### src/rtl/sic_pkg.sv
package sic_pkg;
  typedef enum logic {
    MODE_FAST = 1'b0,
    MODE_SLOW = 1'b1
  } issue_mode_e;

  function automatic int unsigned pop32(input logic [31:0] v);
    int unsigned n;
    n = 0;
    for (int i = 0; i < 32; i++) n += {31'd0, v[i]};
    return n;
  endfunction
endpackage

### src/rtl/sic_slot_table.sv
module sic_slot_table #(
  parameter int SLOTS = 4,
  parameter int PFX_W = 4,
  parameter int TAG_W = 2
) (
  input  logic                   clk,
  input  logic                   rst_n,
  input  logic                   alloc_en,
  input  logic [PFX_W-1:0]       alloc_pfx,
  input  logic                   cmp_valid,
  input  logic [TAG_W-1:0]       cmp_tag,
  output logic [SLOTS-1:0]       busy_vec,
  output logic [SLOTS*PFX_W-1:0] slot_pfx,
  output logic [TAG_W-1:0]       free_tag
);
  function automatic logic [TAG_W-1:0] lowest_free(input logic [SLOTS-1:0] b);
    logic [TAG_W-1:0] t;
    t = '0;
    for (int i = SLOTS - 1; i >= 0; i--) if (!b[i]) t = TAG_W'(i);
    return t;
  endfunction

  assign free_tag = lowest_free(busy_vec);

  for (genvar i = 0; i < SLOTS; i++) begin : g_slot
    logic take_here, done_here;
    assign take_here = alloc_en && (free_tag == TAG_W'(i));
    assign done_here = cmp_valid && (cmp_tag == TAG_W'(i));

    always_ff @(posedge clk) begin
      if (!rst_n) begin
        busy_vec[i] <= 1'b0;
      end else if (take_here) begin
        busy_vec[i] <= 1'b1;
      end else if (done_here) begin
        busy_vec[i] <= 1'b0;
      end
    end

    always_ff @(posedge clk) begin
      if (!rst_n) begin
        slot_pfx[i*PFX_W +: PFX_W] <= '0;
      end else if (take_here) begin
        slot_pfx[i*PFX_W +: PFX_W] <= alloc_pfx;
      end
    end
  end
endmodule

### src/rtl/sic_prefix_hist.sv
module sic_prefix_hist #(
  parameter int HIST  = 1,
  parameter int SLOTS = 4,
  parameter int PFX_W = 4,
  parameter int TAG_W = 2
) (
  input  logic                   clk,
  input  logic                   rst_n,
  input  logic                   push,
  input  logic [TAG_W-1:0]       push_tag,
  input  logic [SLOTS-1:0]       busy_vec,
  input  logic [SLOTS*PFX_W-1:0] slot_pfx,
  input  logic [PFX_W-1:0]       probe_pfx,
  output logic                   conflict
);
  logic [TAG_W-1:0] hist_tag [HIST];
  logic [HIST-1:0]  hist_v;
  logic [HIST-1:0]  hit;

  function automatic logic [PFX_W-1:0] pfx_at(input logic [SLOTS*PFX_W-1:0] all,
                                               input logic [TAG_W-1:0] t);
    logic [PFX_W-1:0] p;
    p = '0;
    for (int i = 0; i < SLOTS; i++) if (t == TAG_W'(i)) p = all[i*PFX_W +: PFX_W];
    return p;
  endfunction

  function automatic logic busy_at(input logic [SLOTS-1:0] b, input logic [TAG_W-1:0] t);
    logic r;
    r = 1'b0;
    for (int i = 0; i < SLOTS; i++) if (t == TAG_W'(i)) r = b[i];
    return r;
  endfunction

  for (genvar h = 0; h < HIST; h++) begin : g_hist
    always_ff @(posedge clk) begin
      if (!rst_n) begin
        hist_tag[h] <= '0;
        hist_v[h]   <= 1'b0;
      end else if (push) begin
        if (h == 0) begin
          hist_tag[h] <= push_tag;
          hist_v[h]   <= 1'b1;
        end else begin
          hist_tag[h] <= hist_tag[h-1];
          hist_v[h]   <= hist_v[h-1];
        end
      end
    end

    assign hit[h] = hist_v[h] && busy_at(busy_vec, hist_tag[h]) &&
                    (pfx_at(slot_pfx, hist_tag[h]) == probe_pfx);
  end

  assign conflict = |hit;
endmodule

### src/rtl/sic_issue_stage.sv
module sic_issue_stage #(
  parameter int PFX_W = 4,
  parameter int REM_W = 12,
  parameter int TAG_W = 2
) (
  input  logic                clk,
  input  logic                rst_n,
  input  logic                load,
  input  logic [PFX_W-1:0]    ld_pfx,
  input  logic [REM_W-1:0]    ld_rem,
  input  logic [TAG_W-1:0]    ld_tag,
  input  sic_pkg::issue_mode_e ld_mode,
  input  logic                take,
  output logic                iss_valid,
  output logic [PFX_W-1:0]    iss_pfx,
  output logic [REM_W-1:0]    iss_rem,
  output logic [TAG_W-1:0]    iss_tag,
  output logic                iss_slow
);
  always_ff @(posedge clk) begin
    if (!rst_n) iss_valid <= 1'b0;
    else if (load) iss_valid <= 1'b1;
    else if (take) iss_valid <= 1'b0;
  end

  always_ff @(posedge clk) begin
    if (!rst_n) begin
      iss_pfx <= '0;
      iss_tag <= '0;
      iss_slow <= 1'b0;
    end else if (load) begin
      iss_pfx <= ld_pfx;
      iss_tag <= ld_tag;
      iss_slow <= (ld_mode == sic_pkg::MODE_SLOW);
    end
  end

  always_ff @(posedge clk) begin
    if (!rst_n) iss_rem <= '0;
    else if (load) iss_rem <= ld_rem;
  end
endmodule

### src/rtl/sic_issue_ctrl.sv
module sic_issue_ctrl #(
  parameter int KEY_W = 16,
  parameter int PFX_W = 4,
  parameter int HIST  = 1,
  parameter int SLOTS = 4,
  parameter int CNT_W = 16,
  localparam int REM_W = KEY_W - PFX_W,
  localparam int TAG_W = (SLOTS > 1) ? $clog2(SLOTS) : 1
) (
  input  logic             clk,
  input  logic             rst_n,
  input  logic             in_valid,
  output logic             in_ready,
  input  logic [KEY_W-1:0] in_key,
  output logic             iss_valid,
  input  logic             iss_ready,
  output logic [PFX_W-1:0] iss_pfx,
  output logic [REM_W-1:0] iss_rem,
  output logic [TAG_W-1:0] iss_tag,
  output logic             iss_slow,
  input  logic             cmp_valid,
  input  logic [TAG_W-1:0] cmp_tag,
  output logic [CNT_W-1:0] fast_cnt,
  output logic [CNT_W-1:0] slow_cnt
);
  import sic_pkg::*;

  function automatic logic [PFX_W-1:0] key_prefix(input logic [KEY_W-1:0] k);
    return k[KEY_W-1 -: PFX_W];
  endfunction

  function automatic logic [REM_W-1:0] key_rest(input logic [KEY_W-1:0] k);
    return k[REM_W-1:0];
  endfunction

  logic [SLOTS-1:0]       busy_vec;
  logic [SLOTS*PFX_W-1:0] slot_pfx;
  logic [TAG_W-1:0]       free_tag;
  logic [TAG_W:0]         busy_cnt;
  logic                   full, conflict, can_load, accept, slow_seen;
  issue_mode_e            acc_mode;

  assign busy_cnt = (TAG_W + 1)'(pop32(32'(busy_vec)));
  assign full     = (busy_cnt == (TAG_W + 1)'(SLOTS));
  assign can_load = !iss_valid || iss_ready;
  assign in_ready = can_load && !full && !conflict;
  assign accept   = in_valid && in_ready;
  assign acc_mode = slow_seen ? MODE_SLOW : MODE_FAST;

  always_ff @(posedge clk) begin
    if (!rst_n) slow_seen <= 1'b0;
    else if (accept || !in_valid) slow_seen <= 1'b0;
    else if (conflict) slow_seen <= 1'b1;
  end

  always_ff @(posedge clk) begin
    if (!rst_n) begin
      fast_cnt <= '0;
      slow_cnt <= '0;
    end else if (accept) begin
      if (acc_mode == MODE_SLOW) slow_cnt <= slow_cnt + 1'b1;
      else fast_cnt <= fast_cnt + 1'b1;
    end
  end

  sic_slot_table #(.SLOTS(SLOTS), .PFX_W(PFX_W), .TAG_W(TAG_W)) u_slots (
    .clk(clk), .rst_n(rst_n),
    .alloc_en(accept), .alloc_pfx(key_prefix(in_key)),
    .cmp_valid(cmp_valid), .cmp_tag(cmp_tag),
    .busy_vec(busy_vec), .slot_pfx(slot_pfx), .free_tag(free_tag)
  );

  sic_prefix_hist #(.HIST(HIST), .SLOTS(SLOTS), .PFX_W(PFX_W), .TAG_W(TAG_W)) u_hist (
    .clk(clk), .rst_n(rst_n),
    .push(accept), .push_tag(free_tag),
    .busy_vec(busy_vec), .slot_pfx(slot_pfx),
    .probe_pfx(key_prefix(in_key)), .conflict(conflict)
  );

  sic_issue_stage #(.PFX_W(PFX_W), .REM_W(REM_W), .TAG_W(TAG_W)) u_stage (
    .clk(clk), .rst_n(rst_n),
    .load(accept), .ld_pfx(key_prefix(in_key)), .ld_rem(key_rest(in_key)),
    .ld_tag(free_tag), .ld_mode(acc_mode), .take(iss_ready),
    .iss_valid(iss_valid), .iss_pfx(iss_pfx), .iss_rem(iss_rem),
    .iss_tag(iss_tag), .iss_slow(iss_slow)
  );
endmodule

### config.mk
export PLATFORM = sky130hd
export DESIGN_NAME = sic_issue_ctrl
export DESIGN_NICKNAME = d
export VERILOG_FILES = /design/src/rtl/sic_pkg.sv /design/src/rtl/sic_slot_table.sv /design/src/rtl/sic_prefix_hist.sv /design/src/rtl/sic_issue_stage.sv /design/src/rtl/sic_issue_ctrl.sv
export SDC_FILE = /design/constraint.sdc
export NUM_CORES = 1
export LEC_CHECK = 0
export BUFFER_PORTS_ARGS = -buffer_cell sky130_fd_sc_hd__buf_4
export CAP_MARGIN = 20
export CORE_UTILIZATION = 50
export DETAILED_ROUTE_END_ITERATION = 6
export PLACE_DENSITY = 0.83
export RECOVER_POWER = 100
export SYNTH_ARGS = -nofsm -noshare
export SYNTH_HDL_FRONTEND = slang
export SYNTH_SLANG_ARGS = --single-unit
### constraint.sdc
create_clock -name clk -period 5.32 [get_ports clk]
set_input_delay 0.266 -clock clk [delete_from_list [all_inputs] [get_ports clk]]
set_output_delay 0.266 -clock clk [all_outputs]
set_load 0.01 [all_outputs]
After elaboration in Yosys (flattened, before gate mapping)
Memories as Yosys holds them, arrays and structs flattened.
Index checks and enable logic that the tools add are counted.
{"block": "totals", "register_bits": 74, "ramBits": 2, "inputBits": 23, "out_inout_bits": 53, "elab_cells": 96, "n_memories": 1}
{"memory": "u_hist.hist_tag", "depth": 1, "word_bits": 2, "rd": 1, "rd_ports_with_merged_regs": 0, "write_ports": 1, "line": "sic_prefix_hist.sv:16", "rtl": "logic [TAG_W-1:0] hist_tag [HIST];"}
{"block": "op_classes", "n_addsub": 5, "eq_ne": 11, "mux": 29, "bitwise": 2, "n_reduce_logical": 31}
{"operator": "16-bit by 1-bit adder with 16-bit output, second input constant", "count": 2}
{"operator": "1-bit two-way mux", "count": 20}
{"operator": "4-bit two-way mux", "count": 4}
{"operator": "1-bit logical AND", "count": 13}
{"operator": "2-bit equality test, second input constant", "count": 6}
{"operator": "2-bit two-way mux", "count": 5}
{"operator": "2-bit nonzero test", "count": 5}
{"operator": "2-bit by 1-bit equality test with 1-bit output, second input constant", "count": 3}
{"operator": "2-bit zero test", "count": 3}
{"operator": "4-bit equality test", "count": 1}
{"operator": "1-bit zero test", "count": 4}
{"operator": "2-bit AND reduction", "count": 2}
{"operator": "2-bit OR reduction", "count": 2}
{"operator": "2-bit by 1-bit adder with 3-bit output", "count": 1}
{"operator": "3-bit by 1-bit adder with 3-bit output", "count": 1}
{"operator": "3-bit equality test, second input constant", "count": 1}
{"operator": "1-bit by 1-bit adder with 2-bit output", "count": 1}
{"operator": "1-bit logical OR", "count": 2}
{"operator": "1-bit NOT", "count": 2}

Longest topological paths before layout
{"block": "depth", "depth_word": 15, "ltp_mapped": 10, "ltp_nobuf": 9}

Cells and area by module
A second synthesis with hierarchy kept.
{"block": "hier_totals", "hier_cells": 362, "area_unflattened_um2": 3560.9}
{"module": "sic_issue_ctrl", "n_inst": 1, "cells_per_inst": 198, "area_each_um2": 1696.6, "seq_area_each_um2": 660.6}
{"module": "sic_slot_table", "n_inst": 1, "cells_per_inst": 81, "area_each_um2": 810.8, "seq_area_each_um2": 400.4}
{"module": "sic_issue_stage", "n_inst": 1, "cells_per_inst": 64, "area_each_um2": 753.2, "seq_area_each_um2": 400.4}
{"module": "sic_prefix_hist", "n_inst": 1, "cells_per_inst": 19, "area_each_um2": 300.3, "seq_area_each_um2": 80.1}

Worst setup path before layout
Ideal clock, no wire load.
{"block": "synth_path", "path_kind": "reg-to-reg", "startpoint": "register u_slots.busy_vec[1]", "endpoint": "memory u_hist.hist_tag[0][0] (enable)", "setup_time_ps": 265, "arrival_ps": 2535, "required_ps": 5055, "slack_ps": 2520, "path_stages_with_launch": 10, "n_path_buf": 2, "synth_period_minus_slack_ps": 2800, "cell_sequence": "dfxtp_1 -> fa_1 -> ha_1 -> ha_1 -> or3b_2 -> nand3_1 -> a21o_4 -> buf_6 -> clkbuf_1 -> nand2_1"}
{"block": "synth_via", "elab_chain_cells": 13, "elab_cells_between_ends": 19, "classes_between": "add/sub (3); eq/ne (1); mux (7); reduce/logical (8)"}
{"item": "start: declaration", "line": "sic_slot_table.sv:12", "rtl": "output logic [SLOTS-1:0] busy_vec,"}
{"item": "start signal: indexed assignment", "line": "sic_slot_table.sv:32", "rtl": "busy_vec[i] <= 1'b0;"}
{"item": "start signal: indexed assignment", "line": "sic_slot_table.sv:34", "rtl": "busy_vec[i] <= 1'b1;"}
{"item": "start signal: indexed assignment", "line": "sic_slot_table.sv:36", "rtl": "busy_vec[i] <= 1'b0;"}
{"item": "1-bit by 1-bit adder with 2-bit output / 1-bit two-way mux (equally long branches)", "line": "sic_pkg.sv:10, sic_prefix_hist.sv:31"}
{"item": "2-bit by 1-bit adder with 3-bit output / 1-bit two-way mux (equally long branches)", "line": "sic_pkg.sv:10, sic_prefix_hist.sv:31"}
{"item": "3-bit by 1-bit adder with 3-bit output / 1-bit two-way mux (equally long branches)", "line": "sic_pkg.sv:10, sic_prefix_hist.sv:31"}
{"item": "3-bit equality test / 1-bit logical AND (equally long branches)", "line": "sic_issue_ctrl.sv:44, sic_prefix_hist.sv:51"}
{"item": "1-bit zero test / 1-bit logical AND (equally long branches)", "line": "sic_issue_ctrl.sv:46, sic_prefix_hist.sv:51"}
{"item": "1-bit logical AND / 1-bit zero test (equally long branches)", "line": "sic_issue_ctrl.sv:46", "rtl": "assign in_ready = can_load && !full && !conflict;"}
{"item": "1-bit logical AND *", "line": "sic_issue_ctrl.sv:46"}
{"item": "1-bit logical AND *", "line": "sic_issue_ctrl.sv:47", "rtl": "assign accept = in_valid && in_ready;"}
{"item": "1-bit two-way mux *", "line": "sic_prefix_hist.sv:40", "rtl": "end else if (push) begin"}
{"item": "1-bit two-way mux *", "line": "sic_prefix_hist.sv:37", "rtl": "if (!rst_n) begin"}
{"item": "1-bit two-way mux (not written as such) *", "line": "sic_prefix_hist.sv:42", "rtl": "hist_tag[h] <= push_tag;"}
{"item": "2-bit OR reduction (no source line)"}
{"item": "1-bit two-way mux (no source line) *"}
{"item": "end: declaration", "line": "sic_prefix_hist.sv:16"}
Mark *: on every way between the ends. The rest lies on a longest branch, timed or not.

Final worst setup path
{"block": "layout_path", "startpoint": "register u_slots.busy_vec[1]", "endpoint": "register u_slots.slot_pfx[15]"}
{"block": "layout_via", "elab_chain_cells": 9, "elab_cells_between_ends": 18, "classes_between": "add/sub (3); eq/ne (2); mux (5); reduce/logical (8)"}
{"item": "1-bit by 1-bit adder with 2-bit output / 1-bit two-way mux (equally long branches)", "line": "sic_pkg.sv:10, sic_prefix_hist.sv:31"}
{"item": "2-bit by 1-bit adder with 3-bit output / 1-bit two-way mux (equally long branches)", "line": "sic_pkg.sv:10, sic_prefix_hist.sv:31"}
{"item": "3-bit by 1-bit adder with 3-bit output / 1-bit two-way mux (equally long branches)", "line": "sic_pkg.sv:10, sic_prefix_hist.sv:31"}
{"item": "3-bit equality test / 1-bit logical AND (equally long branches)", "line": "sic_issue_ctrl.sv:44, sic_prefix_hist.sv:51"}
{"item": "1-bit zero test / 1-bit logical AND (equally long branches)", "line": "sic_issue_ctrl.sv:46, sic_prefix_hist.sv:51"}
{"item": "1-bit logical AND / 1-bit zero test (equally long branches)", "line": "sic_issue_ctrl.sv:46"}
{"item": "1-bit logical AND", "line": "sic_issue_ctrl.sv:46"}
{"item": "1-bit logical AND", "line": "sic_issue_ctrl.sv:47"}
{"item": "1-bit logical AND *", "line": "sic_slot_table.sv:27", "rtl": "assign take_here = alloc_en && (free_tag == TAG_W'(i));"}
{"item": "end signal: indexed assignment", "line": "sic_slot_table.sv:44", "rtl": "slot_pfx[i*PFX_W +: PFX_W] <= alloc_pfx;"}
{"item": "end: declaration", "line": "sic_slot_table.sv:13", "rtl": "output logic [SLOTS*PFX_W-1:0] slot_pfx,"}
Marks and branches as above.
A chain may end at the register's enable or synchronous reset.

==> results.py <==
metrics = {
    "run_status": {
        "outcome": "finished with violations",
        "violations": "DRC",
    },
    "cts": {
        "cts_tree": "built",
        "numCtsBuffers": 9,
        "clk_transition_reported_paths_ns": 0.08,
        "htree_num_levels": 3,
        "clock_sinks": 76,
        "insertion_delay_ns": 0.34,
        "cts_resized": 0,
        "max-clock-path-buffers": 2,
        "cts_setup_buffers": 0,
        "cts-root-buf": "clkbuf_8",
        "cts_hold_buf": 0,
    },
    "die": {
        "rows": 29,
        "ios": 76,
        "die_area_um2": 7110,
        "start_util_pct": 52.5,
        "core_area_um2": 6460,
        "dieHeight_um": 84.3,
        "die_w_um": 84.3,
    },
    "placement": {
        "placed_cells": 510,
        "dp_hpwl_um": 5470,
        "place_area_um2": 3960,
        "io_buffers": 75,
        "place_congestion": 0.812,
    },
    "routing": {
        "routed_via_density": 5.73,
        "dr.pass1.iters": 7,
        "wl_per_cell_um": 14.8,
        "routed_wl_um": 7790,
        "num_vias": 3012,
        "first_iter_violations": 199,
        "ant_nets": 0,
        "drc": 5,
    },
    "layout": {
        "num_antenna_cells": 0,
        "stdcell_area_um2": 4010,
        "syn_to_final_growth_pct": 18.2,
        "stdcell_count": 526,
        "layout-drive-gt1-share_pct": 10.7,
        "final_nets": 472,
    },
    "grt": {
        "overflow": 0,
        "grt_max_degree": 48,
        "antenna_found_initial": 0,
        "grt_use_total_pct": 22.5,
        "grt_first_pass_wirelength_um": 13000,
        "grt_pass1_vias": 2870,
    },
    "setup_path": {
        "rrSetupSlack_ns": 1.53,
        "crit_fanout": 43,
        "worstSetupPathType": "reg -> reg",
        "cp.required_ns": 5.59,
        "cp.arrival_ns": 4.06,
        "worstSetupStartpointType": "flip-flop",
        "end_kind": "flip-flop",
    },
    "power_and_ir_drop": {
        "p_total_w": 0.00126,
        "p_leak_nw": 1.53,
        "worst_ir_drop_vdd_mv": 0.152,
        "power_density_nw_per_um2": 314,
    },
    "yosys": {
        "synth_edf_count": 2,
        "synthSimpleGateAreaFrac_pct": 21.9,
        "synthMostInstantiatedCell": "dfxtp_1",
        "synth_top_area_cell": "dfxtp_1",
        "synth-xor-area-share_pct": 4.14,
        "synthCells": 378,
        "syn_nets": 406,
        "synth_top_area_share_pct": 43.7,
        "synth_commonest_cells": "dfxtp_1, nand2_1, a21oi_1",
        "ys_async_sr_fraction_pct": 0,
        "ys_ff_latch": 76,
        "synth_cell_type_count": 41,
        "synth_compound_area_share_pct": 14.3,
        "ys.flop_type": "dfxtp_1",
        "synth_area_um2": 3390,
        "synth_top_family_by_area": "simple AND/OR/NAND/NOR gates",
        "muxShareOfSynthArea_pct": 8.35,
        "synth_warnings": 0,
        "synth.avg_cell_area_um2": 8.96,
        "synth_area_leaders": "dfxtp_1, nand2_1, a21oi_1, mux2i_1, mux4_2",
        "synth_fa_ha_area_share_pct": 2.07,
        "synth_seq_area_share_pct": 45.5,
    },
    "hold_path": {
        "min_path_type": "in -> reg",
    },
    "sta": {
        "clock_skew_ns": 0.00609,
        "fmax_mhz": 264,
        "post-route-min-period_ns": 3.79,
        "drv_slew": 0,
        "whs_ns": 0.167,
        "rsz0062_at_grt": "false",
        "finalSetupViolCount": 0,
        "relSlewSlack_pct": 16.7,
        "hold_violations": 0,
        "post-route-period-util_pct": 71.3,
        "worstMarginPinSlew_ns": 1.25,
        "setup_tns_ns": 0,
    },
    "flow_run": {
        "maxCapViolations": 0,
    },
}
==> flip-flops by register name, summed over array words and instances (netlist names), 2 cells and up <==
name	cells
fast_cnt	16
slow_cnt	16
u_slots.slot_pfx	16
u_stage.iss_rem	12
u_slots.busy_vec	4
u_stage.iss_pfx	4
u_hist.hist_tag	2
u_stage.iss_tag	2
==> critical path: stages (launching register included) <==
cell,delay (ns)
dfxtp_1,0.49
fa_1,0.47
ha_1,0.20
ha_1,0.27
or3b_2,0.46
nand3_1,0.24
a21o_1,0.97
or3_1,0.40
mux2i_1,0.22
==> cells in the final DEF, fill, tap and decap left out, drive strengths merged, types with 2 or more instances in the layout <==
| cell type | instances |
|---|---|
| dfxtp | 74 |
| and2 | 4 |
| a21oi | 38 |
| nor3 | 4 |
| nand2 | 66 |
| xor2 | 11 |
| o31ai | 10 |
| bufinv | 3 |
| nand3 | 16 |
| nand2b | 5 |
| o2111ai | 2 |
| xnor2 | 5 |
| or4 | 9 |
| or3 | 9 |
| o211ai | 7 |
| clkbuf | 67 |
| ha | 4 |
| nor2 | 19 |
| a31o | 2 |
| o21ai | 16 |
| and4 | 3 |
| and3 | 5 |
| edfxtp | 2 |
| buf | 23 |
| mux4 | 5 |
| mux2i | 17 |
| inv | 6 |
| and4b | 2 |
| nand4 | 4 |
==> per-stage QoR <==
step,worst slack [ns],util (%)
2_1_floorplan,2.52,-
3_3_place_gp,2.22,61.3
3_5_place_dp,2.12,61.3
4_1_cts,2.09,65.4
5_1_grt,1.22,62.0
6_report,1.53,62.0
==> where the power goes <==
group	internal, W	total, W	switching (W)
clock	0.000354	0.000559	0.000205
combinational	0.0000377	0.0000952	0.0000575
sequential	0.000588	0.000602	0.0000142
total	0.000979	0.00126	0.000277
==> logic make-up (layout without fill, tap and decap cells) <==
group,Yosys count,after routing
flip-flops,76,76
XOR/XNOR,16,16
adder cells (fa/ha/maj),5,5
AO/OA/AOI/OAI,79,79
AND/OR/NAND/NOR,151,151
multiplexers,22,22
buffers and inverters,29,100
==> metal layers <==
metal	up-vias	wire [um]	track usage, %
li1	1481	-	-
met1	1431	3340	28.0
met2	88	3880	38.8
met3	12	457	3.44
met4	0	108	9.72
met5	-	0	0
==> area by class of cell <==
cell class	count	area (um^2)
clock buffer	13	170
clock inverter	3	90.1
fill	568	2450
inverter	7	26.3
multi-input combinational	273	1710
sequential	76	1540
tap	77	96.3
timing repair buffer	77	375
==> final timing paths <==
check / cells past startpoint / startpoint / to
hold reg to reg: 2 / u_stage.iss_rem[4]$_SDFFE_PN0P_ / u_stage.iss_rem[4]$_SDFFE_PN0P_
setup / recovery: 8 / u_slots.busy_vec[1]$_SDFFE_PN0P_ / u_slots.slot_pfx[15]$_SDFFE_PN0P_
setup reg to reg: 8 / u_slots.busy_vec[1]$_SDFFE_PN0P_ / u_slots.slot_pfx[15]$_SDFFE_PN0P_
hold / removal: 3 / in_key[2] / u_stage.iss_rem[2]$_SDFFE_PN0P_
No activity file was read; power rests on OpenSTA's default activity.
